[src/rtl/cap_timer_pkg.sv]
package cap_timer_pkg;
  localparam int unsigned OFS_MODE = 0;
  localparam int unsigned OFS_REF  = 1;
  localparam int unsigned OFS_CAP  = 2;
  localparam int unsigned OFS_CNT  = 3;
  localparam int unsigned OFS_EVT  = 4;

  typedef enum logic [1:0] {SRC_STOP, SRC_SYS, SRC_DIV, SRC_PIN} src_e;
  typedef enum logic [1:0] {CAP_OFF, CAP_RISE, CAP_FALL, CAP_BOTH} cap_e;

  // bit order matters: software packs this word
  typedef struct packed {
    logic [7:0] ps;
    cap_e       cap;
    logic       toggle;
    logic       ref_irq;
    logic       restart;
    src_e       src;
    logic       run;
  } mode_t;
endpackage

[src/rtl/tmr_sync.sv]
module tmr_sync #(
  parameter int unsigned STAGES = 2
) (
  input  logic clk_i,
  input  logic rst_ni,
  input  logic d_i,
  output logic lvl_o,
  output logic prv_o
);
  logic [STAGES:0] sh_q;

  always_ff @(posedge clk_i or negedge rst_ni) begin
    if (!rst_ni) sh_q <= '0;
    else         sh_q <= {sh_q[STAGES-1:0], d_i};
  end

  assign lvl_o = sh_q[STAGES-1];
  assign prv_o = sh_q[STAGES];
endmodule

[src/rtl/tmr_tick_gen.sv]
module tmr_tick_gen
  import cap_timer_pkg::*;
#(
  parameter int unsigned PSW = 8,
  parameter int unsigned DIV = 16
) (
  input  logic           clk_i,
  input  logic           rst_ni,
  input  logic           run_i,
  input  src_e           src_i,
  input  logic [PSW-1:0] ps_i,
  input  logic           pin_rise_i,
  output logic           tick_o
);
  localparam int unsigned DCW = $clog2(DIV);

  logic [DCW-1:0] div_q;
  logic [PSW-1:0] pc_q;
  logic           src_tick;

  always_comb begin
    unique case (src_i)
      SRC_SYS: src_tick = 1'b1;
      SRC_DIV: src_tick = (div_q == DCW'(DIV - 1));
      SRC_PIN: src_tick = pin_rise_i;
      default: src_tick = 1'b0;
    endcase
  end

  assign tick_o = run_i && src_tick && (pc_q == ps_i);

  always_ff @(posedge clk_i or negedge rst_ni) begin
    if (!rst_ni) begin
      div_q <= '0;
      pc_q  <= '0;
    end else if (!run_i) begin
      div_q <= '0;
      pc_q  <= '0;
    end else begin
      div_q <= div_q + 1'b1;
      if (src_tick) pc_q <= (pc_q == ps_i) ? '0 : pc_q + 1'b1;
    end
  end
endmodule

[src/rtl/tmr_count.sv]
module tmr_count #(
  parameter int unsigned DW = 16
) (
  input  logic          clk_i,
  input  logic          rst_ni,
  input  logic          run_i,
  input  logic          tick_i,
  input  logic [DW-1:0] ref_i,
  input  logic          restart_i,
  input  logic          toggle_i,
  output logic [DW-1:0] cnt_o,
  output logic          match_o,
  output logic          tout_o
);
  logic [DW-1:0] cnt_q;
  logic          tout_q;

  assign match_o = tick_i && (cnt_q == ref_i);

  always_ff @(posedge clk_i or negedge rst_ni) begin
    if (!rst_ni) begin
      cnt_q  <= '0;
      tout_q <= 1'b1;
    end else if (!run_i) begin
      cnt_q  <= '0;
      tout_q <= 1'b1;
    end else begin
      if (tick_i) cnt_q <= (match_o && restart_i) ? '0 : cnt_q + 1'b1;
      if (toggle_i) tout_q <= tout_q ^ match_o;
      else          tout_q <= !match_o;
    end
  end

  assign cnt_o  = cnt_q;
  assign tout_o = tout_q;
endmodule

[src/rtl/cap_timer.sv]
module cap_timer
  import cap_timer_pkg::*;
#(
  parameter int unsigned DW   = 16,
  parameter int unsigned AW   = 3,
  parameter int unsigned DIV  = 16,
  parameter int unsigned SYNC = 2
) (
  input  logic          clk_i,
  input  logic          rst_ni,
  input  logic          wr_en_i,
  input  logic [AW-1:0] addr_i,
  input  logic [DW-1:0] wdata_i,
  output logic [DW-1:0] rdata_o,
  input  logic          ext_clk_i,
  input  logic          cap_i,
  output logic          tout_o,
  output logic          irq_o
);
  localparam int unsigned PSW = $bits(mode_t) - 8;

  mode_t         mode_q;
  logic [DW-1:0] ref_q, cap_q, cnt_w;
  logic [1:0]    ev_q;
  logic          ext_lvl, ext_prv, cap_lvl, cap_prv;
  logic          tick, match, cap_hit;
  logic          wr_mode, wr_ref, wr_evt;

  tmr_sync #(.STAGES(SYNC)) u_ext_sync (
    .clk_i, .rst_ni, .d_i(ext_clk_i), .lvl_o(ext_lvl), .prv_o(ext_prv)
  );
  tmr_sync #(.STAGES(SYNC)) u_cap_sync (
    .clk_i, .rst_ni, .d_i(cap_i), .lvl_o(cap_lvl), .prv_o(cap_prv)
  );

  tmr_tick_gen #(.PSW(PSW), .DIV(DIV)) u_tick (
    .clk_i, .rst_ni,
    .run_i(mode_q.run), .src_i(mode_q.src), .ps_i(mode_q.ps),
    .pin_rise_i(ext_lvl && !ext_prv), .tick_o(tick)
  );

  tmr_count #(.DW(DW)) u_cnt (
    .clk_i, .rst_ni,
    .run_i(mode_q.run), .tick_i(tick), .ref_i(ref_q),
    .restart_i(mode_q.restart), .toggle_i(mode_q.toggle),
    .cnt_o(cnt_w), .match_o(match), .tout_o(tout_o)
  );

  always_comb begin
    unique case (mode_q.cap)
      CAP_RISE: cap_hit = cap_lvl && !cap_prv;
      CAP_FALL: cap_hit = !cap_lvl && cap_prv;
      CAP_BOTH: cap_hit = cap_lvl ^ cap_prv;
      default:  cap_hit = 1'b0;
    endcase
  end

  assign wr_mode = wr_en_i && (addr_i == AW'(OFS_MODE));
  assign wr_ref  = wr_en_i && (addr_i == AW'(OFS_REF));
  assign wr_evt  = wr_en_i && (addr_i == AW'(OFS_EVT));

  always_ff @(posedge clk_i or negedge rst_ni) begin
    if (!rst_ni) begin
      mode_q <= '0;
      ref_q  <= '1;
      cap_q  <= '0;
      ev_q   <= '0;
    end else begin
      if (wr_mode) mode_q <= mode_t'(wdata_i[15:0]);
      if (wr_ref)  ref_q  <= wdata_i;
      if (cap_hit) cap_q  <= cnt_w;
      // set wins over write-one-to-clear
      ev_q <= (ev_q & ~(wr_evt ? wdata_i[1:0] : 2'b00)) | {match, cap_hit};
    end
  end

  assign irq_o = (ev_q[1] && mode_q.ref_irq) || (ev_q[0] && (mode_q.cap != CAP_OFF));

  always_comb begin
    unique case (addr_i)
      AW'(OFS_MODE): rdata_o = DW'(mode_q);
      AW'(OFS_REF):  rdata_o = ref_q;
      AW'(OFS_CAP):  rdata_o = cap_q;
      AW'(OFS_CNT):  rdata_o = cnt_w;
      AW'(OFS_EVT):  rdata_o = DW'(ev_q);
      default:       rdata_o = '0;
    endcase
  end
endmodule

[config.mk]
export PLATFORM = sky130hd
export DESIGN_NAME = cap_timer
export DESIGN_NICKNAME = d
export VERILOG_FILES = /design/src/rtl/cap_timer_pkg.sv /design/src/rtl/tmr_sync.sv /design/src/rtl/tmr_tick_gen.sv /design/src/rtl/tmr_count.sv /design/src/rtl/cap_timer.sv
export SDC_FILE = /design/constraint.sdc
export NUM_CORES = 1
export LEC_CHECK = 0
export BUFFER_PORTS_ARGS = -buffer_cell sky130_fd_sc_hd__buf_2
export CAP_MARGIN = 20
export CORE_UTILIZATION = 54
export CTS_CLUSTER_DIAMETER = 100
export CTS_CLUSTER_SIZE = 40
export DETAILED_ROUTE_END_ITERATION = 6
export MAX_ROUTING_LAYER = met4
export PLACE_DENSITY = 0.85
export RECOVER_POWER = 50
export SLEW_MARGIN = 20
export SYNTH_ARGS = -nofsm -noshare
export SYNTH_HDL_FRONTEND = slang
export SYNTH_SLANG_ARGS = --single-unit
[constraint.sdc]
create_clock -name clk_i -period 1.7 [get_ports clk_i]
set_input_delay 0.17 -clock clk_i [delete_from_list [all_inputs] [get_ports clk_i]]
set_output_delay 0.17 -clock clk_i [all_outputs]
set_load 0.02 [all_outputs]
### Word level (Yosys, flattened, before mapping)

Index checks and enable logic that the tools add are counted.

| cells by class | value |
|---|---|
| add/sub/neg operators | 3 |
| equal/unequal tests | 15 |
| mux-type cells | 13 |
| bitwise operators | 5 |
| reductions and logical operators | 19 |

Operator list:

| kind | number |
|---|---|
| $pmux W16 S5 | 1 |
| $mux W16 | 3 |
| $mux W8 | 3 |
| $add A16 B1 Y16 const B | 1 |
| $eq A16 B16 Y1 | 1 |
| $logic_and A1 B1 Y1 | 12 |
| $add A8 B1 Y8 const B | 1 |
| $eq A2 B2 Y1 const B | 4 |
| $eq A8 B8 Y1 | 1 |
| $eq A3 B2 Y1 const B | 2 |
| $pmux W1 S3 | 2 |
| $add A4 B1 Y4 const B | 1 |
| $eq A2 B1 Y1 const B | 2 |
| $eq A4 B4 Y1 const B | 1 |
| $logic_not A1 Y1 | 4 |
| $mux W4 | 1 |
| $ne A2 B1 Y1 const B | 2 |
| $eq A3 B1 Y1 const B | 1 |
| $eq A3 B3 Y1 const B | 1 |
| $logic_not A3 Y1 | 1 |
| $and A2 B2 Y2 | 1 |
| $mux W1 | 2 |
| $mux W2 | 1 |
| $not A2 Y2 | 1 |
| 4 further kinds | 5 |

| storage, ports and cells | value |
|---|---|
| register bits | 85 |
| input port bits | 24 |
| output and inout port bits | 18 |
| logic and storage cells | 71 |

### Depth between registers and ports, before layout

Gate-level depths: netlist of run 1.

| depth | value |
|---|---|
| depth after elaboration | 10 |
| mapped depth | 8 |
| mapped depth without buffers | 7 |

### By module

A second synthesis of run 1 with hierarchy kept.

| unflattened totals | value |
|---|---|
| cells, all modules | 429 |
| area total of the unflattened synthesis | 4,968.5 um2 |

Modules (own cells, without submodules):

| module | instances | cells an instance | area each (um2) | seq. area each (um2) |
|---|---|---|---|---|
| cap_timer | 1 | 225 | 2,887.8 | 1,271.2 |
| tmr_count | 1 | 126 | 1,157.4 | 426.7 |
| tmr_tick_gen | 1 | 72 | 773.2 | 300.3 |
| tmr_sync | 2 | 3 | 75.1 | 75.1 |

### Worst setup path before layout of run 1

Ideal clock, no wire load.

| path | value |
|---|---|
| kind | register -> register |
| start | register u_cap_sync.sh_q[1] |
| end | register cap_q[10] |
| library setup time | 0.125 ns |
| arrival | 1.738 ns |
| data required time | 1.575 ns |
| setup slack | -0.163 ns |
| stages on the path, launching flop included | 8 |
| buffers on the path | 1 |
| period minus slack after synthesis | 1.863 ns |
| cell sequence | dfrtp_1 -> inv_1 -> ha_1 -> mux2i_1 -> nand2_1 -> o21ai_1 -> buf_2 -> mux2_2 |

| between the ends | value |
|---|---|
| cells in the longest elaborated chain, start to end | 3 |
| elaborated cells between the ends (all ways) | 5 |
| classes of those cells | mux (1); bitwise (1); reduce/logical (3) |

RTL lines:

| element | line | source |
|---|---|---|
| start: declaration | tmr_sync.sv:10 | `logic [STAGES:0] sh_q;` |
| start signal: assignment | tmr_sync.sv:14 | `else sh_q <= {sh_q[STAGES-1:0], d_i};` |
| $logic_not A1 Y1 | cap_timer.sv:52 | `CAP_FALL: cap_hit = !cap_lvl && cap_prv;` |
| $logic_and A1 B1 Y1 | cap_timer.sv:52 |  |
| $pmux W1 S3 (*) | cap_timer.sv:50 | `unique case (mode_q.cap)` |
| end signal: assignment | cap_timer.sv:71 | `if (cap_hit) cap_q <= cnt_w;` |
| end: declaration | cap_timer.sv:23 | `logic [DW-1:0] ref_q, cap_q, cnt_w;` |

Every way passes the cells marked *; elsewhere a longest branch is shown, timed or not.
A chain may end at the register's enable or synchronous reset.

### Final worst setup path of run 1

| path | value |
|---|---|
| start | register mode_q[13] (netlist bit) |
| end | register u_cnt.cnt_q[2] (netlist: u_cnt.cnt_o[2]) |

| between the ends | value |
|---|---|
| cells in the longest elaborated chain, start to end | 7 |
| elaborated cells between the ends (all ways) | 8 |
| classes of those cells | eq/ne (2); mux (3); reduce/logical (3) |

RTL lines:

| element | line | source |
|---|---|---|
| start: declaration | cap_timer.sv:22 | `mode_t mode_q;` |
| start signal: assignment | cap_timer.sv:69 | `if (wr_mode) mode_q <= mode_t'(wdata_i[15:0]);` |
| $eq A8 B8 Y1 (*) | tmr_tick_gen.sv:30 | `assign tick_o = run_i && src_tick && (pc_q == ps_i);` |
| $logic_and A1 B1 Y1 (*) | tmr_tick_gen.sv:30 |  |
| $logic_and A1 B1 Y1 | tmr_count.sv:18 | `assign match_o = tick_i && (cnt_q == ref_i);` |
| $logic_and A1 B1 Y1 | tmr_count.sv:28 | `if (tick_i) cnt_q <= (match_o && restart_i) ? '0 : cnt_q + 1'b1;` |
| $mux W16 (2 in series) | tmr_count.sv:28 |  |
| $mux W16 | tmr_count.sv:24 | `end else if (!run_i) begin` |
| end signal: assignment | tmr_count.sv:28 |  |
| end: declaration | tmr_count.sv:15 | `logic [DW-1:0] cnt_q;` |

Every way passes the cells marked *; elsewhere a longest branch is shown, timed or not. The select of a mux whose other input is x is not followed.

==> qor.yml, run 1 <==
critical_path:
  r2r_cells: 6
  required_ps: 1960
  worstReg2RegStart: "mode_q[13]"
  r2r-end: "u_cnt.cnt_o[2]"
  cp-end-kind: "flip-flop"
  crit_path_start_kind: "flip-flop"
  cp_max_fo: 7
  worstSetupPathType: "reg2reg"
  r2r_slack_ps: -650
  crit_arrival_ps: 2610
grt:
  grt_max_degree: 32
  grt.overflow.total: 0
  grt_pass1_wl_mm: 25.28
  grt_pass1_vias: 4650
  grt_usage_pct: 39.90
  antenna_found_initial: 4
flow_run:
  max-cap-violations: 0
synth:
  synth_nets: 437
  ys_dominant_reg_cell: "dfrtp_1"
  synth_edf_count: 0
  synthCells: 408
  synth_cell_types: 59
  synth_area_um2: 4727
  ys_seq_elements: 85
  postSynth.asyncResetShare_pct: 100.0
  avgSynthCellArea_um2: 11.59
  ys_seq_area_share_pct: 45.45
  yosysWarningCount: 0
timing:
  grt_setup_unrepaired: "yes"
  fin_setup_tns_ps: -12510
  setup_violations: 58
  relSlewSlack_pct: 43.35
  period_needed_ps: 2354
  whs_ps: 18.21
  setup_ws_ps: -654.0
  drv_slew: 0
  finalHoldViolCount: 0
  post-route-period-util_pct: 138.5
  worstMarginPinSlew_ps: 849.7
  finClkSkew_ps: 38.42
  fmax_mhz: 424.8
clock_network:
  cts_tree: "built"
  numCtsBuffers: 9
  clkLatencyLatePin_ps: 400
  cts.clk_slew.worst_paths_ps: 120
  clock_sinks: 85
  cts-root-buf: "clkbuf_8"
  htreeDepth: 3
  cts.path.max_buffers: 2
detailed_routing:
  drt-total-wl_mm: 21.35
  dr.pass1.iters: 6
  wl_per_cell_um: 31.35
  vias: 5005
  routed_via_density: 7.349
  drt-initial-drc-count: 732
  postRouteAntennaNets: 0
  drcViolationCount: 0
floorplan:
  ios: 42
  coreArea_um2: 8341
  initial_core_util_pct: 56.68
  rows: 33
  dieWidth_um: 95.56
  die_area_um2: 9132
  die-height_um: 95.56
layout:
  syn2layout_area_growth_pct: 44.87
  instances_no_fill: 681
  nNetsFinal: 594
  drive_gt1_share_pct: 57.54
placement:
  dpl_worst_slack_ps: -236.6
  placed_cells: 615
  dp_hpwl_mm: 9.443
  port-buffer-count: 41
  gp_congestion: 0.9414
pwr:
  cellPowerDensity_nw_per_um2: 906.2
  leakage_uw: 0.003016
  max-vdd-ir-drop_mv: 0.5704
  total_power_uw: 6206
worst_hold_path:
  min_to: "ref_q[15]"
  hold_class: "in2reg"
  min_from: "wdata_i[15]"
  min_delay_path_depth: 2
outcome:
  status: "finished with violations"
  violations: "setup timing"
-- stage by stage --
| stage | cell area, µm² | util, % |
|---|---|---|
| floorplan | 4810 | - |
| global placement | 5738 | 68.80 |
| detailed placement | 5738 | 68.80 |
| CTS | 6481 | 77.71 |
| global route | 6848 | 82.10 |
| finish | 6848 | 82.10 |
-- where the power goes --
part / switching (µW) / leakage (µW) / internal (µW) / total, µW
registers: 296 / 0.00107 / 2290 / 2590
clock network: 915 / 0.0000971 / 695 / 1610
logic: 1050 / 0.00185 / 954 / 2000
-- sequential cells by signal, summed over array words and instances (netlist names) --
| register | count |
|---|---|
| cap_q | 16 |
| mode_q | 16 |
| ref_q | 16 |
| u_cnt.cnt_o | 16 |
| u_tick.pc_q | 8 |
| u_tick.div_q | 4 |
| u_cap_sync.sh_q | 3 |
| u_ext_sync.sh_q | 3 |
| ev_q | 2 |
| u_cnt.tout_o | 1 |
-- cell families after synthesis --
| kind of cell | share of synthesized area [%] |
|---|---|
| buffers and inverters | 3.203 |
| adders and majority gates | 1.323 |
| muxes | 18.95 |
| DFF | 45.45 |
| AOI/OAI and AO/OA | 10.61 |
| and+or+nand+nor | 14.90 |
| xor gates and xnor gates | 5.558 |
-- per-layer routing --
layer	wire [µm]	global-route usage, %	vias up	part of all wire, %
met5	0	-	-	0
met4	2451	30.97	0	11
met3	2862	12.44	268	13
met2	9300	60.60	561	44
met1	6736	43.43	2356	32
li1	-	-	1820	-
-- cells in the final DEF, fill, tap and decap left out, types with 12 or more instances in the layout --
| cell | instances |
|---|---|
| nor2_1 | 12 |
| buf_2 | 25 |
| xor2_1 | 14 |
| o21ai_0 | 14 |
| buf_6 | 43 |
| mux4_2 | 15 |
| dfrtp_1 | 63 |
| mux2_2 | 30 |
| nand2_1 | 24 |
| mux2_4 | 16 |
| buf_4 | 89 |
| nand3_1 | 17 |
| dfstp_2 | 17 |
-- cell type report --
class                           instances  area (µm²)
Clock inverter                          6       72.57
Fill cell                             365        1493
Tap cell                              105       131.4
Inverter                               10       40.04
Sequential cell                        85        2155
Multi-Input combinational cell        289        2839
Antenna cell                            6       15.01
Timing Repair Buffer                  170        1468
Clock buffer                           10       127.6
-- worst max path at each step --
| stage | from | to | slack (ps) | cells after the start |
|---|---|---|---|---|
| floorplan | ref_q[10] | u_cnt.cnt_o[11] | -20 | 5 |
| global placement | mode_q[13] | u_cnt.cnt_o[7] | -200 | 5 |
| detailed placement | mode_q[13] | u_cnt.cnt_o[7] | -240 | 5 |
| CTS | mode_q[2] | rdata_o[2] | -180 | 5 |
| global route | mode_q[9] | u_cnt.cnt_o[2] | -740 | 6 |
| finish | mode_q[13] | u_cnt.cnt_o[2] | -650 | 6 |
-- synth_stat cells, drive strengths merged (2+ instances only) --
library cell / n / share of area [%]
o211ai: 4 / 0.93
nor3: 4 / 0.53
a21oi: 14 / 1.6
a31o: 2 / 0.37
mux2: 46 / 11
o31ai: 3 / 0.77
and4: 5 / 1.0
dfrtp: 68 / 36
o2111ai: 4 / 0.74
ha: 5 / 1.3
mux2i: 4 / 0.85
inv: 9 / 0.71
mux4: 15 / 7.1
nor2b: 15 / 2.0
nand4: 8 / 1.4
o21ai: 28 / 3.0
dfstp: 17 / 9.4
and3: 6 / 0.79
nand2: 27 / 2.1
nor2: 12 / 0.95
o21a: 2 / 0.32
nand3: 18 / 1.9
or3: 7 / 0.93
a22o: 3 / 0.56
buf: 16 / 1.8
xor2: 18 / 3.3
and2: 5 / 0.66
nor4: 5 / 1.7
xnor2: 12 / 2.2
clkbuf: 8 / 0.64
-- timing repair --
action                                  4_1_cts  5_1_grt
setup buffers                                24       16
pin swaps                                    18       14
hold endpoints to repair                     26        0
hold buffers                                  3        0
gates cloned                                  1        2
endpoints found under the setup margin       58       58
resized for setup                            91       62
-- critical path, stage by stage (launching register included) --
cell and delay [ps]:
dfrtp_2 520, xnor2_2 280, and4_4 290, o211ai_4 140, buf_4 180, o21ai_0 630, a21oi_2 160
No activity file was read; power rests on OpenSTA's default activity.
==> run 2: changes to the inputs <==
--- a/config.mk
+++ b/config.mk
@@ -7,13 +7,13 @@
 export LEC_CHECK = 0
 export BUFFER_PORTS_ARGS = -buffer_cell sky130_fd_sc_hd__buf_2
 export CAP_MARGIN = 20
-export CORE_UTILIZATION = 54
+export CORE_MARGIN = 2
+export CORE_UTILIZATION = 55
 export CTS_CLUSTER_DIAMETER = 100
 export CTS_CLUSTER_SIZE = 40
 export DETAILED_ROUTE_END_ITERATION = 6
 export MAX_ROUTING_LAYER = met4
-export PLACE_DENSITY = 0.85
-export RECOVER_POWER = 50
+export PLACE_DENSITY = 0.84
 export SLEW_MARGIN = 20
 export SYNTH_ARGS = -nofsm -noshare
 export SYNTH_HDL_FRONTEND = slang
==> constraint.sdc (replaced) <==
create_clock -name clk_i -period 2.9 [get_ports clk_i]
set_input_delay 0.29 -clock clk_i [delete_from_list [all_inputs] [get_ports clk_i]]
set_output_delay 0.29 -clock clk_i [all_outputs]
set_load 0.02 [all_outputs]
==> run 2 against run 1 <==
The run ends with hold timing left. Power decreased by 50%. Via count decreased by 28%. Cell area decreased by 23%. Die area increased by 2.4%. Hold slack got worse by 52 ps. Core utilization decreased by 18 points. Setup slack improved by 1400 ps. Critical path type unchanged. Critical endpoint is now u_cnt.cnt_o[8]. Largest cell class unchanged.
==> qor.yml, run 2 (synthesized netlist as in run 1, its figures left out) <==
critical_path:
  crit_arrival_ps: 2400
  cp-endpoint: "u_cnt.cnt_o[8]"
  crit_start: "u_tick.div_q[0]"
  cp-end-kind: "flip-flop"
  r2r_cells: 6
  required_ps: 3120
  worstReg2RegStart: "u_tick.div_q[0]"
  r2r-end: "u_cnt.cnt_o[8]"
  cp_slowest_cell: "o31ai_4"
  r2r_slack_ps: 730
  slowest_delay_ps: 600
  cp_max_fo: 23
  crit_chain: "ha_1, nand2_1, nor3_2, o211ai_4, o31ai_4, a21oi_1"
  crit_path_start_kind: "flip-flop"
  worstSetupPathType: "reg2reg"
detailed_routing:
  drt-total-wl_mm: 11.37
  dr.pass1.iters: 6
  postRouteAntennaNets: 0
  drt-initial-drc-count: 373
  vias: 3598
  wl_per_cell_um: 20.60
  routed_via_density: 6.518
  drcViolationCount: 0
floorplan:
  initial_core_util_pct: 57.24
  rows: 33
  die-height_um: 96.71
  dieWidth_um: 96.71
  die_area_um2: 9352
  ios: 42
  coreArea_um2: 8258
pwr:
  max-vdd-ir-drop_mv: 0.3606
  cellPowerDensity_nw_per_um2: 587.3
  leakage_uw: 0.002229
clock_network:
  cts_tree: "built"
  postCtsSetupRepairBufs: 0
  cts.path.max_buffers: 2
  cts_resized: 0
  htreeDepth: 3
  numCtsBuffers: 9
  cts.clk_slew.worst_paths_ps: 90
  clkLatencyLatePin_ps: 370
  clock_sinks: 85
  cts-root-buf: "clkbuf_8"
placement:
  dp_hpwl_mm: 7.845
  gp_congestion: 0.9141
  port-buffer-count: 41
  dpl_worst_slack_ps: 775.1
  place_area_um2: 5011
layout:
  fillCellCount: 620
  drive_gt1_share_pct: 34.68
  diodes: 0
  syn2layout_area_growth_pct: 11.14
  final_common_cell: "dfrtp_1"
  nNetsFinal: 471
  final_cell_mix: "68 x dfrtp_1, 46 x mux2_2, 40 x buf_2"
  postLayoutCellArea_um2: 5254
timing:
  finClkSkew_ps: 11.49
  post-route-period-util_pct: 74.99
  fmax_mhz: 459.8
  fin_setup_tns_ps: 0
  setup_ws_ps: 725.2
  finalHoldViolCount: 60
  whs_ps: -33.79
  setup_violations: 0
  period_needed_ps: 2175
  drv_slew: 0
  worstMarginPinSlew_ps: 858.9
  grt_setup_unrepaired: "no"
  relSlewSlack_pct: 42.30
grt:
  antenna_found_initial: 0
  grt_pass1_wl_mm: 19.22
  grt_usage_pct: 26.37
  grt_pass1_vias: 3677
  grt.overflow.total: 0
  grt_max_degree: 86
flow_run:
  max-cap-violations: 0
worst_hold_path:
  hold_class: "in2async"
outcome:
  status: "finished with violations"
  violations: "hold timing"
==> run 2: how the worst min path moves through the flow <==
stage | end | slack [ps] | cells past startpoint
6_report | u_tick.pc_q[5] | -30 | 1
5_1_grt | u_ext_sync.sh_q[0] | 30 | 1
4_1_cts | u_cap_sync.sh_q[0] | 7 | 1
3_5_place_dp | u_ext_sync.sh_q[1] | 330 | 0
3_3_place_gp | u_ext_sync.sh_q[1] | 340 | 0
2_1_floorplan | cap_q[0] | -6 | 0
==> run 2: cell type report <==
| type | count | area (µm²) | area share, % |
|---|---|---|---|
| multi-input combinational | 289 | 2449 | 46.61 |
| sequential | 85 | 2148 | 40.89 |
| timing repair buffer | 47 | 259.0 | 4.930 |
| tap | 105 | 131.4 | 2.501 |
| clock buffer | 9 | 123.9 | 2.358 |
| clock inverter | 7 | 105.1 | 2.000 |
| inverter | 10 | 37.54 | 0.7145 |
==> run 2: timing repair <==
| action | in CTS | in global routing |
|---|---|---|
| endpoints found under the setup margin | 0 | 0 |
| hold buffers | 0 | 1 |
| hold endpoints to repair | 0 | 1 |
==> run 2: stage by stage <==
step	cells	utilization, %	power, µW	hold WS (ps)
after global routing	552	63.62	3226	27.04
after detailed placement	535	60.68	2123	334.7
after floorplan	408	-	1912	-5.591
after CTS	551	63.45	3092	7.446
after global placement	535	60.68	2096	338.6
final	552	63.62	3085	-33.79
==> run 2: critical path: cells and delay by family (launching register included) <==
family	cells	cell delay, ps
AO/OA/AOI/OAI	3	990
adder cells (fa/ha/maj)	1	190
flip-flops	1	380
AND/OR/NAND/NOR	2	450
==> run 2: power breakdown <==
| group | total, µW | internal (µW) | switching (µW) | leakage (µW) |
|---|---|---|---|---|
| combinational | 645 | 285 | 360 | 0.00104 |
| sequential | 1470 | 1340 | 128 | 0.00108 |
| clock | 971 | 500 | 471 | 0.000113 |
==> run 2: per-layer routing <==
metal / wire [µm] / up-vias / GRT usage, %
met1: 4771 / 1842 / 34.55
met3: 664 / 42 / 5.925
li1: - / 1573 / -
met4: 370 / 0 / 9.534
met2: 5565 / 141 / 40.71
met5: 0 / - / -
